===== src/rtl/ppio_pkg.sv =====
// Package ppio_pkg
// Shared encodings for the parallel I/O controller: register selects,
// group mode codes, control word bit positions and the direction record.
package ppio_pkg;

    typedef enum logic [1:0] {
        SEL_A   = 2'd0,
        SEL_B   = 2'd1,
        SEL_C   = 2'd2,
        SEL_CTL = 2'd3
    } ppio_addr_e;

    typedef enum logic [1:0] {
        MODE_BASIC   = 2'd0,
        MODE_STROBED = 2'd1,
        MODE_BIDIR   = 2'd2
    } ppio_mode_e;

    // Control word bit positions (the host software relies on these).
    localparam int CW_FLAG   = 7;
    localparam int CW_AMODE1 = 6;
    localparam int CW_AMODE0 = 5;
    localparam int CW_A_DIR  = 4;
    localparam int CW_CU_DIR = 3;
    localparam int CW_BMODE  = 2;
    localparam int CW_B_DIR  = 1;
    localparam int CW_CL_DIR = 0;

    // Direction record: 1 = input, 0 = output.
    typedef struct packed {
        logic a_in;
        logic cu_in;
        logic b_in;
        logic cl_in;
    } ppio_dir_t;

endpackage


===== src/rtl/ppio_latch.sv =====
// Module ppio_latch
// One output data latch of parameterised width. Assumes clr and we are
// never requested for the same latch in one cycle; clr wins if they are.
module ppio_latch #(
    parameter int W = 8
) (
    input  logic         clk,
    input  logic         rst_n,
    input  logic         clr,
    input  logic         we,
    input  logic [W-1:0] d,
    output logic [W-1:0] q
);

    // Hold the last written value; reset or mode-set clears it.
    always_ff @(posedge clk) begin
        if (!rst_n || clr) q <= '0;
        else if (we)       q <= d;
    end

endmodule


===== src/rtl/ppio_ctrl.sv =====
// Module ppio_ctrl
// Control word register. Accepts a write only when the flag bit is set,
// records directions and requested group modes, and raises a sticky
// error when a handshake mode is requested. Assumes an 8-bit control word.
module ppio_ctrl
    import ppio_pkg::*;
(
    input  logic       clk,
    input  logic       rst_n,
    input  logic       ctl_wr,
    input  logic [7:0] wdata,
    output logic       mode_set,
    output ppio_dir_t  dir,
    output ppio_mode_e mode_a,
    output ppio_mode_e mode_b,
    output logic       mode_err
);

    ppio_mode_e a_req;
    ppio_mode_e b_req;

    // A write is a mode-set only when the flag bit is high.
    assign mode_set = ctl_wr && wdata[CW_FLAG];

    // Decode group mode requests; 10 and 11 both mean bidirectional.
    always_comb begin
        if (wdata[CW_AMODE1])      a_req = MODE_BIDIR;
        else if (wdata[CW_AMODE0]) a_req = MODE_STROBED;
        else                       a_req = MODE_BASIC;
        b_req = wdata[CW_BMODE] ? MODE_STROBED : MODE_BASIC;
    end

    // Register directions, modes and the sticky unsupported-mode flag.
    always_ff @(posedge clk) begin
        if (!rst_n) begin
            dir      <= '{a_in: 1'b1, cu_in: 1'b1, b_in: 1'b1, cl_in: 1'b1};
            mode_a   <= MODE_BASIC;
            mode_b   <= MODE_BASIC;
            mode_err <= 1'b0;
        end else if (mode_set) begin
            dir.a_in  <= wdata[CW_A_DIR];
            dir.cu_in <= wdata[CW_CU_DIR];
            dir.b_in  <= wdata[CW_B_DIR];
            dir.cl_in <= wdata[CW_CL_DIR];
            mode_a    <= a_req;
            mode_b    <= b_req;
            if (a_req != MODE_BASIC || b_req != MODE_BASIC) mode_err <= 1'b1;
        end
    end

endmodule


===== src/rtl/ppio_rdmux.sv =====
// Module ppio_rdmux
// Read data selection. Output ports return their latch; input ports return
// the captured (A) or live (B, C halves) pin values. Control reads 0.
// Returns 0 when no read is active.
module ppio_rdmux
    import ppio_pkg::*;
#(
    parameter int DW = 8
) (
    input  ppio_addr_e    sel,
    input  logic          rd_act,
    input  ppio_dir_t     dir,
    input  logic [DW-1:0] a_lat,
    input  logic [DW-1:0] a_cap,
    input  logic [DW-1:0] b_lat,
    input  logic [DW-1:0] b_pin,
    input  logic [DW-1:0] c_lat,
    input  logic [DW-1:0] c_pin,
    output logic [DW-1:0] rdata
);

    localparam int HW = DW / 2;

    logic [DW-1:0] c_val;

    // Port C halves pick live pins or latch independently.
    always_comb begin
        c_val[HW-1:0]  = dir.cl_in ? c_pin[HW-1:0]  : c_lat[HW-1:0];
        c_val[DW-1:HW] = dir.cu_in ? c_pin[DW-1:HW] : c_lat[DW-1:HW];
    end

    // Select the addressed port value during an active read.
    always_comb begin
        rdata = '0;
        if (rd_act) begin
            unique case (sel)
                SEL_A:   rdata = dir.a_in ? a_cap : a_lat;
                SEL_B:   rdata = dir.b_in ? b_pin : b_lat;
                SEL_C:   rdata = c_val;
                SEL_CTL: rdata = '0;
            endcase
        end
    end

endmodule


===== src/rtl/ppio_top.sv =====
// Module ppio_top
// Three-port parallel I/O controller, basic mode only. Decodes the host
// strobes, owns the output latches and the port A input latch, and drives
// the pin-side enables from the control register. Assumes DW = 8 because
// the control word layout is fixed at eight bits.
module ppio_top
    import ppio_pkg::*;
#(
    parameter int DW = 8
) (
    input  logic          clk,
    input  logic          rst_n,
    input  logic          cs_n,
    input  logic          rd_n,
    input  logic          wr_n,
    input  logic [1:0]    addr,
    input  logic [DW-1:0] wdata,
    output logic [DW-1:0] rdata,
    input  logic [DW-1:0] pa_in,
    output logic [DW-1:0] pa_out,
    output logic [DW-1:0] pa_oe,
    input  logic [DW-1:0] pb_in,
    output logic [DW-1:0] pb_out,
    output logic [DW-1:0] pb_oe,
    input  logic [DW-1:0] pc_in,
    output logic [DW-1:0] pc_out,
    output logic [DW-1:0] pc_oe,
    output logic [1:0]    mode_a,
    output logic          mode_b,
    output logic          mode_err
);

    localparam int HW = DW / 2;

    ppio_addr_e    sel;
    logic          wr_act, rd_act, rd_q, rd_start;
    logic          we_a, we_b, we_c, mode_set;
    ppio_dir_t     dir;
    ppio_mode_e    mode_a_e, mode_b_e;
    logic [DW-1:0] a_lat, b_lat, c_lat, a_cap;
    logic [1:0]    nib_in;

    // Strobe decode.
    assign sel    = ppio_addr_e'(addr);
    assign wr_act = !cs_n && !wr_n;
    assign rd_act = !cs_n && !rd_n;
    assign we_a   = wr_act && sel == SEL_A;
    assign we_b   = wr_act && sel == SEL_B;
    assign we_c   = wr_act && sel == SEL_C;

    // Remember the previous read strobe level to find its falling edge.
    always_ff @(posedge clk) begin
        if (!rst_n) rd_q <= 1'b1;
        else        rd_q <= rd_n;
    end

    assign rd_start = rd_act && rd_q && sel == SEL_A;

    // Port A input latch: sample the pins at the start of a port A read.
    always_ff @(posedge clk) begin
        if (!rst_n)        a_cap <= '0;
        else if (rd_start) a_cap <= pa_in;
    end

    ppio_ctrl u_ctrl (
        .clk      (clk),
        .rst_n    (rst_n),
        .ctl_wr   (wr_act && sel == SEL_CTL),
        .wdata    (wdata[7:0]),
        .mode_set (mode_set),
        .dir      (dir),
        .mode_a   (mode_a_e),
        .mode_b   (mode_b_e),
        .mode_err (mode_err)
    );

    ppio_latch #(.W(DW)) u_lat_a (
        .clk(clk), .rst_n(rst_n), .clr(mode_set), .we(we_a), .d(wdata), .q(a_lat)
    );

    ppio_latch #(.W(DW)) u_lat_b (
        .clk(clk), .rst_n(rst_n), .clr(mode_set), .we(we_b), .d(wdata), .q(b_lat)
    );

    // Port C: one latch and one enable group per half.
    assign nib_in = {dir.cu_in, dir.cl_in};

    for (genvar n = 0; n < 2; n++) begin : g_cnib
        ppio_latch #(.W(HW)) u_lat (
            .clk   (clk),
            .rst_n (rst_n),
            .clr   (mode_set),
            .we    (we_c),
            .d     (wdata[n*HW +: HW]),
            .q     (c_lat[n*HW +: HW])
        );
        assign pc_oe[n*HW +: HW] = {HW{~nib_in[n]}};
    end

    // Pin-side outputs.
    assign pa_out = a_lat;
    assign pb_out = b_lat;
    assign pc_out = c_lat;
    assign pa_oe  = {DW{~dir.a_in}};
    assign pb_oe  = {DW{~dir.b_in}};
    assign mode_a = mode_a_e;
    assign mode_b = (mode_b_e == MODE_STROBED);

    ppio_rdmux #(.DW(DW)) u_rdmux (
        .sel    (sel),
        .rd_act (rd_act),
        .dir    (dir),
        .a_lat  (a_lat),
        .a_cap  (a_cap),
        .b_lat  (b_lat),
        .b_pin  (pb_in),
        .c_lat  (c_lat),
        .c_pin  (pc_in),
        .rdata  (rdata)
    );

endmodule


===== config.mk =====
export PLATFORM = sky130hd
export DESIGN_NAME = ppio_top
export DESIGN_NICKNAME = d
export VERILOG_FILES = /design/src/rtl/ppio_pkg.sv /design/src/rtl/ppio_latch.sv /design/src/rtl/ppio_ctrl.sv /design/src/rtl/ppio_rdmux.sv /design/src/rtl/ppio_top.sv
export SDC_FILE = /design/constraint.sdc
export NUM_CORES = 1
export LEC_CHECK = 0
export ABC_AREA = 1
export BUFFER_PORTS_ARGS = -buffer_cell sky130_fd_sc_hd__buf_2
export CORE_MARGIN = 2
export CORE_UTILIZATION = 35
export DETAILED_ROUTE_END_ITERATION = 10
export GPL_ROUTABILITY_DRIVEN = 0
export PLACE_DENSITY_LB_ADDON = 0.25
export SYNTH_ARGS = -nofsm -noshare
export SYNTH_HDL_FRONTEND = slang
export SYNTH_SLANG_ARGS = --single-unit

===== constraint.sdc =====
create_clock -name clk -period 1.6 [get_ports clk]
set_input_delay 0.32 -clock clk [delete_from_list [all_inputs] [get_ports clk]]
set_output_delay 0.32 -clock clk [all_outputs]
set_load 0.01 [all_outputs]

==> insert_results.sql <==
INSERT INTO impl_metrics (metric_group, metric, value, unit) VALUES
('run_status', 'run_status', 'completed', ''),
('synthesis', 'synth_area', '2270', 'sq um'),
('pwr', 'power', '2070', 'uW'),
('timing', 'timing.final.crit_period', '1600', 'ps'),
('critical_path', 'worstPathRequired', '1280', 'ps'),
('placement', 'dpl_worst_slack', '111', 'ps'),
('detailed_routing', 'post_drt_via_cell_ratio', '4.61', ''),
('timing', 'post-route-period-util', '0.999', ''),
('critical_path', 'worst_setup_path_end_kind', 'output pin', ''),
('synthesis', 'synthAdderAreaFrac', '0', ''),
('pwr', 'cellLeakagePower', '0.00173', 'uW'),
('global_routing', 'grt_overflow', '0', ''),
('pwr', 'power-per-cell-area', '698', 'nW/um^2'),
('critical_path', 'worst-r2r-setup-slack', '660', 'ps'),
('floorplanning', 'core_area', '6310', 'sq um'),
('detailed_routing', 'drt-wirelength-per-cell', '12.8', 'um'),
('synthesis', 'synth.mux.area_fraction', '0', ''),
('clock_tree', 'clock_sink_count', '41', ''),
('clock_tree', 'tritoncts', 'built', ''),
('worst_hold_path', 'min-delay-path-class', 'in -> reg', ''),
('timing', 'final.hold.worst_slack', '248', 'ps'),
('synthesis', 'synth_seq_area_share', '0.361', ''),
('floorplanning', 'start_util', '0.360', ''),
('floorplanning', 'die_area', '7150', 'sq um'),
('clock_tree', 'cts-buffers-inserted', '5', ''),
('critical_path', 'worst-path-max-fanout', '7', ''),
('layout', 'area_growth_syn_to_layout', '30.7', '%'),
('synthesis', 'synth_enable_flop_cells', '0', ''),
('clock_tree', 'insertion_delay', '290', 'ps'),
('synthesis', 'synthDistinctLibCells', '20', ''),
('clock_tree', 'clk_path_buf_depth', '2', ''),
('synthesis', 'postSynth.topFlopCell', 'dfxtp_1', ''),
('timing', 'timing.final.max_slew_violations', '0', ''),
('timing', 'timing.final.ws_setup', '1.19', 'ps'),
('global_routing', 'first_global_vias', '2244', ''),
('synthesis', 'synth-compound-area-share', '0.0634', ''),
('floorplanning', 'die_y', '84.6', 'um'),
('detailed_routing', 'first_pass_iters', '4', ''),
('run', 'maxCapViolCount', '0', ''),
('placement', 'numPlacedInstances', '527', ''),
('timing', 'hold_violations', '0', ''),
('layout', 'antenna-diode-count', '0', ''),
('synthesis', 'asyncSetResetFlopFracSynth', '0', ''),
('critical_path', 'worstRegToRegCells', '3', ''),
('synthesis', 'yosys_warnings', '0', ''),
('synthesis', 'synthesis.nets', '409', ''),
('critical_path', 'critical_path_arrival', '1280', 'ps'),
('floorplanning', 'top_level_pins', '99', ''),
('critical_path', 'reg2reg_to', 'a_cap[7]', ''),
('layout', 'final.fill_count', '669', ''),
('worst_hold_path', 'hold_path_startpoint', 'pa_in[6]', ''),
('synthesis', 'post_synth.cell_area_avg', '6.14', 'sq um'),
('timing', 'grt_setup_unrepaired', 'yes', ''),
('placement', 'dpl.hpwl', '5280', 'um'),
('synthesis', 'post-synth-top-area-cell', 'dfxtp_1', ''),
('detailed_routing', 'routed_wl', '6910', 'um'),
('global_routing', 'grt_max_degree', '17', ''),
('timing', 'fin_setup_tns', '0', 'ps'),
('synthesis', 'synth_commonest_cells', '166 x nand2_1, 48 x inv_1, 41 x dfxtp_1', ''),
('global_routing', 'grt_usage', '0.198', ''),
('global_routing', 'global_route_wire_length_before_repair', '11100', 'um'),
('synthesis', 'synthDominantCellAreaShare', '0.361', ''),
('synthesis', 'synth_top_family_by_area', 'simple AND/OR/NAND/NOR gates', ''),
('worst_hold_path', 'hold-path-cell-count', '3', ''),
('synthesis', 'yosys.area_share.xor_xnor', '0', ''),
('detailed_routing', 'drt_drc_violations_left', '0', ''),
('detailed_routing', 'dr_total_vias', '2485', ''),
('critical_path', 'reg2reg_from', 'rd_q', ''),
('synthesis', 'synth_most_common_cell', 'nand2_1', ''),
('worst_hold_path', 'hold-path-endpoint', 'a_cap[6]', ''),
('layout', 'multi_input_comb_area', '1100', 'sq um');
[state kept, by name, summed over array words and instances (netlist names)]
register	count
u_lat_a.q	8
u_lat_b.q	8
a_cap	8
u_ctrl.mode_b	1
u_ctrl.dir	4
rd_q	1
u_ctrl.mode_a	2
g_cnib.u_lat.q	8
u_ctrl.mode_err	1
[final cells by class]
cell class                      instances  area share
Sequential cell                        41       0.280
Timing Repair Buffer                  113       0.219
Inverter                               51      0.0704
Clock buffer                            5      0.0232
Multi-Input combinational cell        249       0.369
Clock inverter                          3     0.00590
Tap cell                               77      0.0325
[worst max-delay path, cell delays in order, from the launching register on]
cell and delay [ps]:
dfxtp_2 360, inv_4 40, buf_6 120, nand2_1 50, nand2_1 50, nand2_1 60
nand3_1 80, nand2_1 60, inv_1 40, buf_2 130
[cells in the final DEF (no fill, tap or decap), drive strengths merged, types with 4 or more instances in the layout]
| cell type | n |
|---|---|
| inv | 50 |
| buf | 113 |
| a21oi | 17 |
| dfxtp | 41 |
| o211ai | 4 |
| o21ai | 5 |
| clkbuf | 5 |
| nand3 | 28 |
| nand2 | 167 |
| nor2 | 27 |
[power breakdown]
| part | total, uW | switching (uW) | internal, uW |
|---|---|---|---|
| logic | 335 | 201 | 134 |
| clock network | 679 | 377 | 301 |
| registers | 1060 | 17.4 | 1040 |
| total | 2070 | 596 | 1480 |
[how the worst max path moves through the flow]
| stage | from | to | slack [ps] |
|---|---|---|---|
| 2_1_floorplan | u_ctrl.dir[3] | rdata[0] | 80 |
| 3_3_place_gp | addr[1] | rdata[5] | 100 |
| 3_5_place_dp | addr[1] | rdata[5] | 110 |
| 4_1_cts | u_ctrl.dir[1] | rdata[3] | -20 |
| 5_1_grt | u_ctrl.dir[1] | rdata[6] | -80 |
| 6_report | u_ctrl.dir[1] | rdata[3] | 1 |
[logic make-up after synthesis]
logic type / count (synthesis)
compound gates: 26
simple gates: 223
flops: 41
buf+inv: 80
[per-stage QoR]
step	utilization	instance area, sq um
6_report	0.470	2970
4_1_cts	0.456	2880
3_3_place_gp	0.438	2770
3_5_place_dp	0.438	2770
5_1_grt	0.470	2970
2_1_floorplan	-	2270
[per-layer routing]
| layer | wire length [um] | track usage |
|---|---|---|
| met1 | 3060 | 0.267 |
| met2 | 3210 | 0.313 |
| met3 | 544 | 0.0472 |
| met4 | 100 | 0.0635 |
| met5 | 0 | 0 |
[what timing repair did]
item,4_1_cts,5_1_grt
hold buffers,0,0
buffers inserted,0,4
gates resized for setup,13,18
setup endpoints to repair,13,8
pin swaps,0,8
No activity file was read; power rests on OpenSTA's default activity.
